File: src/rtl/tifc_pkg.sv
package tifc_pkg;
  localparam int NFLAG = 8;
  localparam int IDXW  = $clog2(NFLAG);
  localparam int NTMR  = 3;

  // Overflow flag position per timer index
  function automatic int ovf_pos(input int t);
    case (t)
      0:       return 0;
      1:       return 2;
      default: return 6;
    endcase
  endfunction

  function automatic logic [NFLAG-1:0] ovf_mask();
    logic [NFLAG-1:0] m;
    m = '0;
    for (int t = 0; t < NTMR; t++) m[ovf_pos(t)] = 1'b1;
    return m;
  endfunction
endpackage

File: src/rtl/tifc_ovf_select.sv
module tifc_ovf_select
  import tifc_pkg::*;
#(
  parameter int N_TMR = NTMR,
  parameter int W     = NFLAG
) (
  input  logic [N_TMR-1:0] pwm_mode,
  input  logic [N_TMR-1:0] wrap,
  input  logic [N_TMR-1:0] leave_zero,
  output logic [W-1:0]     ovf_set
);
  logic [N_TMR-1:0] pick;

  for (genvar t = 0; t < N_TMR; t++) begin : g_tmr
    // PWM mode counts leaving zero; normal mode counts wrap past top
    assign pick[t] = pwm_mode[t] ? leave_zero[t] : wrap[t];
  end

  always_comb begin
    ovf_set = '0;
    for (int t = 0; t < N_TMR; t++) ovf_set[ovf_pos(t)] = pick[t];
  end
endmodule

File: src/rtl/tifc_flag_bank.sv
module tifc_flag_bank #(
  parameter int W = 8
) (
  input  logic         clk,
  input  logic         rst_n,
  input  logic [W-1:0] set_mask,
  input  logic [W-1:0] clr_mask,
  output logic [W-1:0] flags
);
  for (genvar i = 0; i < W; i++) begin : g_bit
    always_ff @(posedge clk or negedge rst_n) begin
      if (!rst_n)           flags[i] <= 1'b0;
      else if (set_mask[i]) flags[i] <= 1'b1;   // set dominates clear
      else if (clr_mask[i]) flags[i] <= 1'b0;
    end
  end
endmodule

File: src/rtl/tifc_prio_enc.sv
module tifc_prio_enc #(
  parameter int W    = 8,
  parameter int IW   = $clog2(W)
) (
  input  logic [W-1:0]  req,
  output logic          valid,
  output logic [IW-1:0] idx
);
  always_comb begin
    idx = '0;
    for (int i = 0; i < W; i++)
      if (req[i]) idx = IW'(i);   // ascending scan: highest bit wins
  end
  assign valid = |req;
endmodule

File: src/rtl/tifc_top.sv
module tifc_top
  import tifc_pkg::*;
(
  input  logic             clk,
  input  logic             rst_n,
  input  logic             gie,
  input  logic [NFLAG-1:0] evt_pulse,
  input  logic [NTMR-1:0]  tmr_wrap,
  input  logic [NTMR-1:0]  tmr_leave_zero,
  input  logic [NTMR-1:0]  tmr_pwm,
  input  logic             bus_we,
  input  logic             bus_addr,
  input  logic [NFLAG-1:0] bus_wdata,
  output logic [NFLAG-1:0] bus_rdata,
  output logic [NFLAG-1:0] irq_req,
  output logic             vec_valid,
  output logic [IDXW-1:0]  vec_idx,
  input  logic             ack_valid,
  input  logic [IDXW-1:0]  ack_idx
);
  localparam logic [NFLAG-1:0] OVF_BITS = ovf_mask();

  logic [NFLAG-1:0] flags_q, en_q, ovf_set, set_mask, clr_mask, ack_mask;

  tifc_ovf_select #(.N_TMR(NTMR), .W(NFLAG)) u_ovf (
    .pwm_mode(tmr_pwm), .wrap(tmr_wrap), .leave_zero(tmr_leave_zero),
    .ovf_set(ovf_set)
  );

  assign set_mask = (evt_pulse & ~OVF_BITS) | ovf_set;
  assign ack_mask = ack_valid ? (NFLAG'(1) << ack_idx) : '0;
  assign clr_mask = ((bus_we && !bus_addr) ? bus_wdata : '0) | ack_mask;

  tifc_flag_bank #(.W(NFLAG)) u_flags (
    .clk(clk), .rst_n(rst_n), .set_mask(set_mask), .clr_mask(clr_mask),
    .flags(flags_q)
  );

  always_ff @(posedge clk or negedge rst_n) begin
    if (!rst_n)                  en_q <= '0;
    else if (bus_we && bus_addr) en_q <= bus_wdata;
  end

  assign bus_rdata = bus_addr ? en_q : flags_q;
  assign irq_req   = flags_q & en_q & {NFLAG{gie}};

  tifc_prio_enc #(.W(NFLAG), .IW(IDXW)) u_prio (
    .req(irq_req), .valid(vec_valid), .idx(vec_idx)
  );
endmodule

File: config.mk
export PLATFORM = sky130hd
export DESIGN_NAME = tifc_top
export DESIGN_NICKNAME = d
export VERILOG_FILES = /design/src/rtl/tifc_pkg.sv /design/src/rtl/tifc_ovf_select.sv /design/src/rtl/tifc_flag_bank.sv /design/src/rtl/tifc_prio_enc.sv /design/src/rtl/tifc_top.sv
export SDC_FILE = /design/constraint.sdc
export NUM_CORES = 1
export LEC_CHECK = 0
export ABC_CLOCK_PERIOD_IN_PS = 1400
export BUFFER_PORTS_ARGS = -buffer_cell sky130_fd_sc_hd__buf_2
export CAP_MARGIN = 5
export CORE_UTILIZATION = 46
export CTS_CLUSTER_SIZE = 8
export DETAILED_ROUTE_END_ITERATION = 10
export GPL_TIMING_DRIVEN = 0
export PLACE_DENSITY_LB_ADDON = 0.25
export SLEW_MARGIN = 25
export SYNTH_ARGS = -nofsm -noshare
export SYNTH_HDL_FRONTEND = slang
export SYNTH_SLANG_ARGS = --single-unit
export TNS_END_PERCENT = 10
File: constraint.sdc
create_clock -name clk -period 1.4 [get_ports clk]
set_input_delay 0.07 -clock clk [delete_from_list [all_inputs] [get_ports clk]]
set_output_delay 0.07 -clock clk [all_outputs]
set_load 0.1 [all_outputs]
Word-level counts from Yosys, hierarchy flattened
Cells that the tools add are included.
- output and inout port bits: 20
- flip-flop bits (word level): 16
- bits of input ports: 34
- logic and storage cells: 55
- shift-type cells: 1
- bitwise gates (word level): 4
- mux-type cells: 29
- reduce and logical (&&, ||, !) cells: 12
- operators by type and width (kind ; number):
    2-to-1 mux 8 bit ; 3
    2-to-1 mux 1 bit ; 20
    bitwise AND 8 bit ; 2
    nonzero test 2 bit ; 8
    2-to-1 mux 3 bit ; 4
    bitwise OR 8 x 7 -> 8 bit ; 1
    bitwise OR 8 bit ; 1
    OR reduction 8 bit ; 1
    << shifter 1 x 3 -> 8 bit (first input constant) ; 1
    2-to-1 mux 2 bit ; 2
    logical AND 1 bit ; 2
    zero test 1 bit ; 1

Logic depth before layout (Yosys ltp)
- depth after elaboration: 9
- gate-level depth with buffers: 5
- mapped depth without buffers: 3

Modules after synthesis
A second synthesis with hierarchy kept.
- cells, all modules: 100
- area, all modules: 1098.6 sq um
- modules (own cells, without submodules) (module ; seq. area each (sq um) ; cells each ; times used ; area an instance (sq um)):
    tifc_top ; 200.2 ; 55 ; 1 ; 655.6
    tifc_flag_bank ; 200.2 ; 24 ; 1 ; 290.3
    tifc_ovf_select ; 0.0 ; 9 ; 1 ; 86.3
    tifc_prio_enc ; 0.0 ; 12 ; 1 ; 66.3

Least setup slack after synthesis
Ideal clock, no wire load.
- path type: register -> output
- start point: register u_flags.flags[2]
- end point: output port vec_idx[0]
- required time: 1330 ps
- path buffers: 0
- setup slack: -1335 ps
- cell stages (with the launch flop): 4
- arrival time: 2665 ps
- cell sequence: dfrtp_1 nand2_1 a32oi_1 o21ai_0
- word-level cells in the longest chain between the ends: 8
- RTL lines (element ; line ; source):
    start, declared ; tifc_flag_bank.sv:8 ; output logic [W-1:0] flags
    start signal, assigned by index ; tifc_flag_bank.sv:12 ; if (!rst_n) flags[i] <= 1'b0;
    start signal, assigned by index ; tifc_flag_bank.sv:13 ; else if (set_mask[i]) flags[i] <= 1'b1;
    start signal, assigned by index ; tifc_flag_bank.sv:14 ; else if (clr_mask[i]) flags[i] <= 1'b0;
    bitwise AND 8 bit (2 in a row) ; tifc_top.sv:45 ; assign irq_req = flags_q & en_q & {NFLAG{gie}};
    2-to-1 mux 2 bit (2 in a row) ; tifc_prio_enc.sv:12 ; if (req[i]) idx = IW'(i);
    2-to-1 mux 3 bit (4 in a row) ; tifc_prio_enc.sv:12 ;
    end, declared ; tifc_top.sv:17 ; output logic [IDXW-1:0] vec_idx,
No other way between the ends.

Final worst setup path
- start point: register en_q[2]
- end point: output port vec_valid
- word-level cells in the longest chain between the ends: 3
- RTL lines (element ; line ; source):
    start, declared ; tifc_top.sv:23 ; logic [NFLAG-1:0] flags_q, en_q, ovf_set, set_mask, clr_mask, ack_mask;
    start signal, assigned ; tifc_top.sv:41 ; else if (bus_we && bus_addr) en_q <= bus_wdata;
    bitwise AND 8 bit (2 in a row) ; tifc_top.sv:45 ;
    OR reduction 8 bit ; tifc_prio_enc.sv:14 ; assign valid = |req;
    end, declared ; tifc_top.sv:16 ; output logic vec_valid,
No other way between the ends.

==> flow_summary.toml <==
[cts]
cts.sinks = 16
cts_tree = "done"
clock_latency_ps = 280
ctsRootBufferMaster = "clkbuf_4"
htree_levels = 1
clk_pin_slew_ps = 100
numCtsBuffers = 3
clk_path_buf_depth = 2

[worst_hold_path]
min_path_type = "primary input to register"
whs_path_depth = 2

[setup_path]
worst_setup_path_end_kind = "output port"
startpoint_type = "register"
critPathKind = "register to output port"
worstPathArrival_ps = 1520
reg2regPathDepth = 2
crit_required_ps = 1330
path_max_fanout = 3

[synthesis]
ys_seq_elements = 16
yosys_warnings = 0
synth_top_family_by_area = "compound AO/OA/AOI/OAI gates"
yosysTopAreaCellShare = 0.414
synth_cell_type_count = 27
yosys-top-cells-area = "dfrtp_1 (41%), mux2_2 (19%), and3_1 (5.2%)"
synth_ff_type = "dfrtp_1"
yosys.area.top_type = "dfrtp_1"
synth_edf_count = 0
synthSimpleGateAreaFrac = 0.176
syn_area_sq_um = 967
synthXorXnorAreaFrac = 0
syn-num-nets = 121
muxShareOfSynthArea = 0.186
synth_compound_area_frac = 0.193
synth_top_cells_by_count = "dfrtp_1 (16), mux2_2 (16), and3_1 (8), nand2_1 (8), a32oi_1 (5)"
synthArstFlopShare = 1.00
yosys.area_share.adder = 0
seq_area_frac_synth = 0.414
avgSynthCellArea_sq_um = 11.1
syn_inst = 87

[drt]
postRouteAntennaNets = 0
drt_wl_total_um = 2940
vias = 1034
drtIter0Drc = 16
via_per_inst = 5.81
firstDrtPassIters = 4
routedWlPerCell_um = 16.5
remaining_drc_errors = 0

[pwr]
p_per_area_mw_per_mm2 = 1320
vdd_drop_max_v = 0.000786
total_power_mw = 2.04
leakagePower_nw = 0.704

[placed_design]
hpwlAfterDp_um = 1930
dpl-instance-area_sq_mm = 0.00129
place.gp.congestion = 0.764
place_ws_ps = -14.8
placement.io_buffers = 49

[timing]
finalHoldViolCount = 0
max_freq_mhz = 629
fin_crit_sh = 1.13
fin_tns_setup_ps = -293
setup_slack_ps = -189
finalSetupViolCount = 5
slew_viol_final = 0
worstMarginPinSlew_ps = 506
rsz0062_at_grt = "true"
skew_ps = 0
min_period_ps = 1590
slew_headroom = 0.662

[floorplan]
die_w_um = 47.9
ioPinCount = 54
coreArea_sq_mm = 0.00196
start_util = 0.493
die_h_um = 47.9
die_area_sq_mm = 0.00229
num_rows = 16

[grt]
antenna_found_initial = 0
track_usage = 0.258
grt_max_degree = 17
grt-ovfl-total = 0
grt_pass1_vias = 941
grt_pass1_wl_um = 4040

[layout]
final_net_count = 186
antennaDiodeCount = 0
nFillCells = 130
design_area_sq_mm = 0.00155
area_growth_pct = 60.2
drive_above_1_share = 0.629

[status]
outcome = "finished with violations"
violations = "negative setup slack"

[job]
maxCapViolations = 0
-- sequential cells by signal (all words and copies together), names as in the netlist --
name / cells
en_q: 8
u_flags.flags: 8
-- worst max-delay path: stages (launching register included) --
cell and delay, ps:
dfrtp_1 410, a22o_1 280, a211oi_2 260, nand3_4 110, buf_12 170
-- cell type report --
cell class	instances	area [sq um]	area share
plain buffers	3	26.3	0.0170
inverters	1	3.75	0.00242
clock buffers	4	36.3	0.0234
multi-input cells	67	608	0.393
flip-flops and latches	16	400	0.258
well taps	27	33.8	0.0218
repair buffers	60	440	0.284
-- metrics by stage --
stage,utilization,hold slack (ps),cells
after CTS,0.777,11.8,178
after global routing,0.790,20.8,178
final,0.790,12.9,178
after detailed placement,0.656,3.60,163
after global placement,0.656,3.02,163
after floorplan,-,-226,87
-- power breakdown --
part	leakage, nW	switching (mW)	total, mW	internal, mW
Combinational	0.511	0.799	1.16	0.364
Clock	0.0210	0.145	0.303	0.158
Sequential	0.172	0.0586	0.573	0.515
Total	0.704	1.00	2.04	1.04
-- path summary, 6_finish.rpt --
kind                                   start               end  slack (ps)
max in group asynchronous              rst_n  u_flags.flags[6]         900
min in group asynchronous              rst_n           en_q[1]         220
min reg2reg                 u_flags.flags[4]  u_flags.flags[4]         550
max reg2reg                 u_flags.flags[2]  u_flags.flags[2]         410
max                                  en_q[2]         vec_valid        -190
min                        tmr_leave_zero[0]  u_flags.flags[0]          10
-- timing repair --
item                       CTS  global route
pin swaps                    5             0
setup endpoints to repair    5            14
hold buffers                 6             0
hold endpoints to repair    21             0
resized for setup           29             9
setup buffers                5             0
-- placed cells by master (no fill, tap or decap), types with 2 or more instances in the layout --
cell type,instances
buf_2,33
mux2_2,16
dfrtp_1,16
clkbuf_4,11
buf_4,7
nand2_2,6
dlygate4sd3_1,6
and3_1,5
buf_6,4
nor2b_1,4
a32oi_1,4
a21o_1,4
buf_12,4
and3_4,3
nand2_1,3
a221o_1,3
a22o_1,2
nand4_1,2
-- kinds of logic (layout without fill, tap and decap cells) --
logic type | after synthesis | after routing
and+or+nand+nor | 29 | 29
AOI/OAI and AO/OA | 22 | 22
muxes | 16 | 16
DFF | 16 | 16
buffers and inverters | 4 | 68
-- layer usage --
layer | GRT usage | part of all wire | up-vias
met2 | 0.492 | 0.52 | 51
met1 | 0.294 | 0.41 | 508
met4 | 0.0833 | 0.013 | 0
met5 | 0 | 0 | -
met3 | 0.0302 | 0.052 | 4
li1 | - | - | 471
Note: power is estimated with default switching activity, not from simulation.
